## config.mk

```make
export PLATFORM = sky130hd
export DESIGN_NAME = dma_irq_agg
export DESIGN_NICKNAME = d
export VERILOG_FILES = /design/src/rtl/dma_irq_pkg.sv /design/src/rtl/dma_irq_regs.sv /design/src/rtl/dma_irq_status.sv /design/src/rtl/dma_irq_route.sv /design/src/rtl/dma_irq_agg.sv
export SDC_FILE = /design/constraint.sdc
export NUM_CORES = 1
export LEC_CHECK = 0
export BUFFER_PORTS_ARGS = -buffer_cell sky130_fd_sc_hd__buf_2
export CORE_MARGIN = 5
export CORE_UTILIZATION = 40
export DETAILED_ROUTE_END_ITERATION = 6
export PLACE_DENSITY = 0.73
export SLEW_MARGIN = 20
export SYNTH_ARGS = -nofsm -noshare
export SYNTH_HDL_FRONTEND = slang
export SYNTH_SLANG_ARGS = --single-unit
```

## constraint.sdc

```tcl
create_clock -name clk_i -period 6.45 [get_ports clk_i]
set_input_delay 0.9675 -clock clk_i [delete_from_list [all_inputs] [get_ports clk_i]]
set_output_delay 0.9675 -clock clk_i [all_outputs]
set_load 0.01 [all_outputs]
```

## src/rtl/dma_irq_pkg.sv

```systemverilog
package dma_irq_pkg;
  localparam logic [7:0] OFS_MASK_LO = 8'h00;
  localparam logic [7:0] OFS_MASK_HI = 8'h04;
  localparam logic [7:0] OFS_CTRL    = 8'h08;
  localparam logic [7:0] OFS_STAT_LO = 8'h0C;
  localparam logic [7:0] OFS_STAT_HI = 8'h10;

  typedef struct packed {
    logic route_merged;  // bit 1
    logic clr_by_write;  // bit 0
  } ctrl_t;
endpackage

```

## src/rtl/dma_irq_regs.sv

```systemverilog
module dma_irq_regs
  import dma_irq_pkg::*;
#(
  parameter int DATA_W = 32,
  parameter int ADDR_W = 8,
  localparam int NUM_WORDS = 2
) (
  input  logic                             clk_i,
  input  logic                             rst_ni,
  input  logic                             psel_i,
  input  logic                             penable_i,
  input  logic                             pwrite_i,
  input  logic [ADDR_W-1:0]                paddr_i,
  input  logic [DATA_W-1:0]                pwdata_i,
  input  logic [NUM_WORDS-1:0][DATA_W-1:0] stat_i,
  output logic [NUM_WORDS-1:0][DATA_W-1:0] mask_o,
  output ctrl_t                            ctrl_o,
  output logic [DATA_W-1:0]                prdata_o,
  output logic [NUM_WORDS-1:0]             stat_rd_o,
  output logic [NUM_WORDS-1:0]             stat_wr_o
);
  logic access, rd_en, wr_en;
  logic sel_mlo, sel_mhi, sel_ctl, sel_slo, sel_shi;
  logic [NUM_WORDS-1:0][DATA_W-1:0] mask_q;
  ctrl_t ctrl_q, ctrl_d;

  assign access  = psel_i & penable_i;
  assign rd_en   = access & ~pwrite_i;
  assign wr_en   = access &  pwrite_i;
  assign sel_mlo = (paddr_i == ADDR_W'(OFS_MASK_LO));
  assign sel_mhi = (paddr_i == ADDR_W'(OFS_MASK_HI));
  assign sel_ctl = (paddr_i == ADDR_W'(OFS_CTRL));
  assign sel_slo = (paddr_i == ADDR_W'(OFS_STAT_LO));
  assign sel_shi = (paddr_i == ADDR_W'(OFS_STAT_HI));

  assign stat_rd_o = {rd_en & sel_shi, rd_en & sel_slo};
  assign stat_wr_o = {wr_en & sel_shi, wr_en & sel_slo};

  always_comb begin
    ctrl_d.clr_by_write = pwdata_i[0];
    ctrl_d.route_merged = pwdata_i[1];
  end

  always_ff @(posedge clk_i or negedge rst_ni) begin
    if (!rst_ni) begin
      mask_q <= '0;
    end else begin
      if (wr_en && sel_mlo) mask_q[0] <= pwdata_i;
      if (wr_en && sel_mhi) mask_q[1] <= pwdata_i;
    end
  end

  always_ff @(posedge clk_i or negedge rst_ni) begin
    if (!rst_ni)               ctrl_q <= '0;
    else if (wr_en && sel_ctl) ctrl_q <= ctrl_d;
  end

  always_comb begin
    prdata_o = '0;
    if (sel_mlo)      prdata_o = mask_q[0];
    else if (sel_mhi) prdata_o = mask_q[1];
    else if (sel_ctl) prdata_o = DATA_W'({ctrl_q.route_merged, ctrl_q.clr_by_write});
    else if (sel_slo) prdata_o = stat_i[0];
    else if (sel_shi) prdata_o = stat_i[1];
  end

  assign mask_o = mask_q;
  assign ctrl_o = ctrl_q;

  AST_CTRL_UPPER_ZERO: assert property (@(posedge clk_i) disable iff (!rst_ni)
    (rd_en && sel_ctl) |-> (prdata_o[DATA_W-1:2] == '0));
  AST_UNMAPPED_ZERO: assert property (@(posedge clk_i) disable iff (!rst_ni)
    (rd_en && !(sel_mlo || sel_mhi || sel_ctl || sel_slo || sel_shi)) |-> (prdata_o == '0));
endmodule

```

## src/rtl/dma_irq_status.sv

```systemverilog
module dma_irq_status #(
  parameter int W = 32
) (
  input  logic         clk_i,
  input  logic         rst_ni,
  input  logic [W-1:0] evt_i,
  input  logic         clr_by_write_i,
  input  logic         rd_i,
  input  logic         wr_i,
  input  logic [W-1:0] wdata_i,
  output logic [W-1:0] stat_o
);
  logic [W-1:0] stat_q, stat_d, clr_mask;
  logic         upd_en;

  always_comb begin
    clr_mask = '0;
    if (clr_by_write_i) begin
      if (wr_i) clr_mask = wdata_i;
    end else begin
      if (rd_i) clr_mask = stat_q;
    end
    stat_d = (stat_q & ~clr_mask) | evt_i;
    upd_en = (|evt_i) | (|clr_mask);
  end

  always_ff @(posedge clk_i or negedge rst_ni) begin
    if (!rst_ni)     stat_q <= '0;
    else if (upd_en) stat_q <= stat_d;
  end

  assign stat_o = stat_q;

  AST_EVT_WINS: assert property (@(posedge clk_i) disable iff (!rst_ni)
    (|evt_i) |=> ((stat_q & $past(evt_i)) == $past(evt_i)));
  AST_RD_CLEARS: assert property (@(posedge clk_i) disable iff (!rst_ni)
    (!clr_by_write_i && rd_i && evt_i == '0) |=> (stat_q == '0));
  AST_RD_KEEPS: assert property (@(posedge clk_i) disable iff (!rst_ni)
    (clr_by_write_i && !wr_i) |=> ((stat_q & $past(stat_q)) == $past(stat_q)));
  AST_WR_IGNORED: assert property (@(posedge clk_i) disable iff (!rst_ni)
    (!clr_by_write_i && wr_i && !rd_i) |=> ((stat_q & $past(stat_q)) == $past(stat_q)));
endmodule

```

## src/rtl/dma_irq_route.sv

```systemverilog
module dma_irq_route #(
  parameter int NUM_CH = 64,
  localparam int HALF = NUM_CH / 2
) (
  input  logic              clk_i,
  input  logic              rst_ni,
  input  logic [NUM_CH-1:0] stat_i,
  input  logic [NUM_CH-1:0] mask_i,
  input  logic              merged_i,
  output logic              irq0_o,
  output logic              irq1_o
);
  logic [NUM_CH-1:0] live;
  logic lo_any, hi_any, irq0_d, irq1_d, irq0_q, irq1_q;

  always_comb begin
    live   = stat_i & mask_i;
    lo_any = |live[HALF-1:0];
    hi_any = |live[NUM_CH-1:HALF];
    irq0_d = merged_i ? (lo_any | hi_any) : lo_any;
    irq1_d = merged_i ? 1'b0 : hi_any;
  end

  always_ff @(posedge clk_i or negedge rst_ni) begin
    if (!rst_ni) begin
      irq0_q <= 1'b0;
      irq1_q <= 1'b0;
    end else begin
      irq0_q <= irq0_d;
      irq1_q <= irq1_d;
    end
  end

  assign irq0_o = irq0_q;
  assign irq1_o = irq1_q;

  AST_IRQ1_QUIET_MERGED: assert property (@(posedge clk_i) disable iff (!rst_ni)
    $past(merged_i) |-> !irq1_q);
  AST_MASK_GATES: assert property (@(posedge clk_i) disable iff (!rst_ni)
    (($past(stat_i) & $past(mask_i)) == '0) |-> (!irq0_q && !irq1_q));
  AST_SPLIT_LOW_HALF: assert property (@(posedge clk_i) disable iff (!rst_ni)
    (!$past(merged_i) && irq0_q) |-> (($past(stat_i[HALF-1:0]) & $past(mask_i[HALF-1:0])) != '0));
endmodule

```

## src/rtl/dma_irq_agg.sv

```systemverilog
module dma_irq_agg
  import dma_irq_pkg::*;
#(
  parameter int NUM_CH = 64,
  parameter int DATA_W = 32,
  parameter int ADDR_W = 8,
  localparam int NUM_WORDS = NUM_CH / DATA_W
) (
  input  logic              clk_i,
  input  logic              rst_ni,
  input  logic [NUM_CH-1:0] evt_i,
  input  logic              psel_i,
  input  logic              penable_i,
  input  logic              pwrite_i,
  input  logic [ADDR_W-1:0] paddr_i,
  input  logic [DATA_W-1:0] pwdata_i,
  output logic [DATA_W-1:0] prdata_o,
  output logic              pready_o,
  output logic              pslverr_o,
  output logic              irq0_o,
  output logic              irq1_o
);
  logic [1:0] rst_sync_q;
  logic       rst_n;
  logic [NUM_WORDS-1:0][DATA_W-1:0] stat_w, mask_w;
  logic [NUM_WORDS-1:0] stat_rd, stat_wr;
  ctrl_t ctrl;

  always_ff @(posedge clk_i or negedge rst_ni) begin
    if (!rst_ni) rst_sync_q <= 2'b00;
    else         rst_sync_q <= {rst_sync_q[0], 1'b1};
  end
  assign rst_n = rst_sync_q[1];

  dma_irq_regs #(.DATA_W(DATA_W), .ADDR_W(ADDR_W)) u_regs (
    .clk_i, .rst_ni(rst_n), .psel_i, .penable_i, .pwrite_i, .paddr_i, .pwdata_i,
    .stat_i(stat_w), .mask_o(mask_w), .ctrl_o(ctrl), .prdata_o,
    .stat_rd_o(stat_rd), .stat_wr_o(stat_wr)
  );

  for (genvar g = 0; g < NUM_WORDS; g++) begin : g_word
    dma_irq_status #(.W(DATA_W)) u_stat (
      .clk_i, .rst_ni(rst_n),
      .evt_i(evt_i[g*DATA_W +: DATA_W]),
      .clr_by_write_i(ctrl.clr_by_write),
      .rd_i(stat_rd[g]), .wr_i(stat_wr[g]), .wdata_i(pwdata_i),
      .stat_o(stat_w[g])
    );
  end

  dma_irq_route #(.NUM_CH(NUM_CH)) u_route (
    .clk_i, .rst_ni(rst_n), .stat_i(stat_w), .mask_i(mask_w),
    .merged_i(ctrl.route_merged), .irq0_o, .irq1_o
  );

  assign pready_o  = 1'b1;
  assign pslverr_o = 1'b0;
endmodule

```

==> impl.org <==
** Detailed routing
- Detailed-route vias per instance :: between 6 and 7
- Number of optimization iterations in the first detailed-route pass :: 7
- Summing over every cut layer, the via total after detailed routing is roughly 5500.
- ANT nets after route :: 0
- Wirelength per Cell :: 22.7 um
- Metal2 WL :: ~9 mm
- Uppermost signal routing layer after detailed routing :: met4
- Wire segments on met3 add up to 2.03 mm in the final route.
- In this run, the number of DRC markers left after iteration 0 of detailed routing was roughly 840.
- DRC :: 2
- Total routed wirelength :: ~20 mm
- The detailed router put a total of roughly 8.4 mm of wire on met1.

** CTS
- Deepest level of the CTS H-tree :: 4
- Number of buffers added by the clock tree synthesis step :: 17
- Clock root cell :: sky130_fd_sc_hd__clkbuf_16
- Clock input transition at the sequential cells of the worst setup and hold paths :: 0.05 ns
- Hold repair after CTS inserted 0 buffers.
- The longest clock path from root to sink contains 2 buffers.
- Clock tree from TritonCTS :: built
- The number of setup buffers added after CTS is 0.
- Resize count post-CTS :: 0
- The clock reaches the later pin of the worst-skew pair after between 0.4 and 0.5 ns.
- The clock drives between 100 and 150 sinks.

** Floorplanning
- Measured along the y axis, the die boundary spans roughly 130 um.
- From left edge to right edge, the die measures about 130 um.
- The die covers ~18000 um2.
- CORE AREA :: roughly 15000 um2
- Initial core utilization :: 0.409
- Site Rows :: 45
- During I/O placement, the number of pins put on the boundary was 145.

** Power and ir drop
- IR analysis of the VDD net gives a maximum drop of around 190 uV.
- The share of total power dissipated in combinational logic is 0.056.
- Pwr/cell area :: between 200 and 250 nW/um2
- Summed over all nets, the switching power comes to between 400 and 500 uW.
- Internal power :: approximately 1400 uW
- The analysis attributes to cell leakage a power of 0.00344 uW.
- Of the total power, the share spent switching nets is 0.222.
- Design Power :: approximately 1800 uW
- The share of total power dissipated in the clock network is 0.469.
- Of the total power, registers draw 0.476.

** Worst setup path
- Register-to-Register Setup Slack :: 4.53 ns
- In this run the critical register-to-register path is launched from u_regs.ctrl_o[0]$_DFFE_PN0P_.
- Nature of the critical path startpoint :: input port
- Endpoint class of the critical path :: primary output
- STA puts the critical path data arrival time at 3.07 ns.
- The worst register-to-register path has a depth of 4.
- Kind of critical path :: in2out
- Critical Path RT :: about 5.5 ns
- The critical path ends at prdata_o[3].
- The endpoint identified for the worst register-to-register timing path is g_word[1].u_stat.stat_o[3]$_DFFE_PN0P_.
- Crit path from :: paddr_i[5]
- Of all nets on the critical path, the largest fanout is 32.

** Logic synthesis
- The share of the Yosys chip area taken by registers is 0.538.
- A synthesized cell averages between 10 and 15 um2.
- The synthesized design spends more area on one cell type than any other, namely sky130_fd_sc_hd__dfrtp_1.
- Number of enable-type register cells in the synthesized netlist :: 0
- Area share of the leading cell type in the synthesized netlist :: 0.538
- The most used flip-flop cell after synthesis is sky130_fd_sc_hd__dfrtp_1.
- The netlist uses 33 different library cells.
- Yosys attributes the largest share of cell area to sky130_fd_sc_hd__dfrtp_1, sky130_fd_sc_hd__mux2_1, sky130_fd_sc_hd__a31o_1.
- Post-synthesis cell area :: 6230 um2
- Share of flip-flops with an asynchronous set or reset after synthesis :: 1.00
- Total number of yosys warnings :: 0
- Number of synthesized register bits :: between 100 and 150
- Gate Count Post-Synth :: 536

** Place
- Worst slack after detailed placement :: between 2 and 2.5 ns
- Detailed placement ended at an HPWL of between 10 and 15 mm.
- In this run the tool buffered the top-level ports with approximately 140 buffer cells.
- Weighted congestion reported at the end of routability-driven placement :: between 0.9 and 1

** GRT
- Global-route wire length before repair :: around 31 mm
- Initial antenna violation count :: 0
- Maximum number of pins on one net before global-route repair :: 70
- Across every metal layer, demand over resource in global routing totals 0.224.
- Total grt overflow :: 0
- The number of global-route vias before repair was 5439.

** Timing
- Slew Viols, Final :: 0
- Clock period minus worst slack :: about 4 ns
- F_max :: roughly 250 MHz
- Setup repair after global routing left no endpoint under its margin.
- Setup violations remaining at the end of the flow were counted as 0.
- Final worst clock skew :: about 0.0046 ns
- The final hold violation count was 0.
- Max-slew headroom at the worst pin :: 0.410
- The worst path meets setup with approximately 2.4 ns of slack.
- Adding up every negative setup slack in the final design gives 0 ns.
- In the finished design, the share of the clock period the worst path needs comes to 0.625.
- For the pin with the worst max-slew slack, the measured transition is 0.885 ns.

** Final layout
- Commonest cells after routing, fill and taps aside :: sky130_fd_sc_hd__buf_2, sky130_fd_sc_hd__dfrtp_1, sky130_fd_sc_hd__nand2_1, sky130_fd_sc_hd__mux2_1, sky130_fd_sc_hd__a31o_1
- Number of nets at the end of the flow :: 781
- The number of antenna diodes in the final layout is 0.
- The multi-input combinational cells in the finished layout cover a total of around 2700 um2.
- Area growth from synthesis to layout :: 22.7%
- The library cell used most frequently in the layout, excluding fill and tap cells, is sky130_fd_sc_hd__buf_2.
- Sequential cell area :: between 3000 and 4000 um2
- Counting the fill cells in the layout gives 1348.
- Layout cell share with drive strength beyond 1 :: 0.274

** Min path
- Class of the worst hold path :: in2async

** Status
- The checks that failed: DRC.
- The flow ran to the end, but the final reports show violations.

** Job
- The tool flagged a number of max-cap violations equal to 0.
==> state kept, by name, summed over array words and instances (netlist names) <==
| name | flops |
|---|---|
| u_regs.mask_o | 64 |
| u_route.irq0_o | 1 |
| u_route.irq1_o | 1 |
| g_word.u_stat.stat_o | 64 |
| rst_sync_q | 2 |
| u_regs.ctrl_o | 2 |
==> worst max-delay path, cell delays in order <==
cell and delay (ns):
sky130_fd_sc_hd__buf_2 0.11, sky130_fd_sc_hd__nor4_2 0.55, sky130_fd_sc_hd__nand3_2 0.61, sky130_fd_sc_hd__buf_4 0.45
sky130_fd_sc_hd__nor2_1 0.13, sky130_fd_sc_hd__a21oi_1 0.05, sky130_fd_sc_hd__buf_2 0.15
==> power groups by stage <==
stage | combinational [uW] | clock, uW | sequential [uW]
floorplan | 27.2 | 0 | 886
global placement | 97.8 | 0 | 882
detailed placement | 101 | 0 | 882
CTS | 101 | 867 | 868
global route | 109 | 906 | 870
finish | 102 | 855 | 868
==> layer usage <==
metal / up-vias / GRT usage
li1: 2343 / -
met1: 2733 / 0.306
met2: 352 / 0.332
met3: 48 / 0.0659
met4: 0 / 0.0984
met5: - / 0
==> kinds of logic (layout without fill, tap and decap cells) <==
group	count (synthesis)	after routing	synth area share
muxes	66	66	0.119
and+or+nand+nor	134	134	0.102
other	2	3	0.00120
DFF	134	134	0.538
AOI/OAI and AO/OA	163	163	0.210
buffers and inverters	37	182	0.0299
==> through the flow <==
stage	instance area [um2]	hold slack [ns]	utilization	instances
after global placement	7130	0.336	0.467	864
after CTS	7650	0.309	0.501	893
after floorplan	6240	0.331	-	537
after global routing	7650	0.310	0.501	893
after detailed placement	7130	0.340	0.467	864
final	7650	0.325	0.501	893
==> how the worst min path moves through the flow <==
stage / startpoint / endpoint / slack (ns) / depth (start not counted)
6_report: rst_ni / rst_sync_q[1]$_DFF_PN0_ / 0.33 / 1
5_1_grt: rst_ni / rst_sync_q[1]$_DFF_PN0_ / 0.31 / 1
4_1_cts: rst_ni / rst_sync_q[1]$_DFF_PN0_ / 0.31 / 1
3_5_place_dp: rst_sync_q[0]$_DFF_PN0_ / rst_sync_q[1]$_DFF_PN0_ / 0.34 / 0
3_3_place_gp: rst_sync_q[0]$_DFF_PN0_ / rst_sync_q[1]$_DFF_PN0_ / 0.34 / 0
2_1_floorplan: rst_sync_q[0]$_DFF_PN0_ / rst_sync_q[1]$_DFF_PN0_ / 0.33 / 0
==> synthesized netlist by cell type, types with 2 or more instances <==
cell type                    n
sky130_fd_sc_hd__a22oi_1    34
sky130_fd_sc_hd__nand2_1    69
sky130_fd_sc_hd__nand3_1     2
sky130_fd_sc_hd__buf_4       2
sky130_fd_sc_hd__a221oi_1    2
sky130_fd_sc_hd__a222oi_1   30
sky130_fd_sc_hd__dfrtp_1   134
sky130_fd_sc_hd__clkbuf_1   17
sky130_fd_sc_hd__conb_1      2
sky130_fd_sc_hd__a21oi_1    30
sky130_fd_sc_hd__nand4_1     9
sky130_fd_sc_hd__nor3_1      2
sky130_fd_sc_hd__buf_2      14
sky130_fd_sc_hd__nor3_2      2
sky130_fd_sc_hd__a31o_1     64
sky130_fd_sc_hd__mux2_1     66
sky130_fd_sc_hd__nor2_1     37
sky130_fd_sc_hd__and4b_1     2
sky130_fd_sc_hd__o41ai_1     2
sky130_fd_sc_hd__buf_6       3
==> cell type report <==
| class | count | area share |
|---|---|---|
| clock buffer | 25 | 0.0648 |
| clock inverter | 4 | 0.00295 |
| inverter | 1 | 0.000491 |
| multi-input combinational | 366 | 0.355 |
| sequential | 134 | 0.439 |
| tap | 211 | 0.0345 |
| timing repair buffer | 152 | 0.103 |
Power figures use the tool's default switching activity.
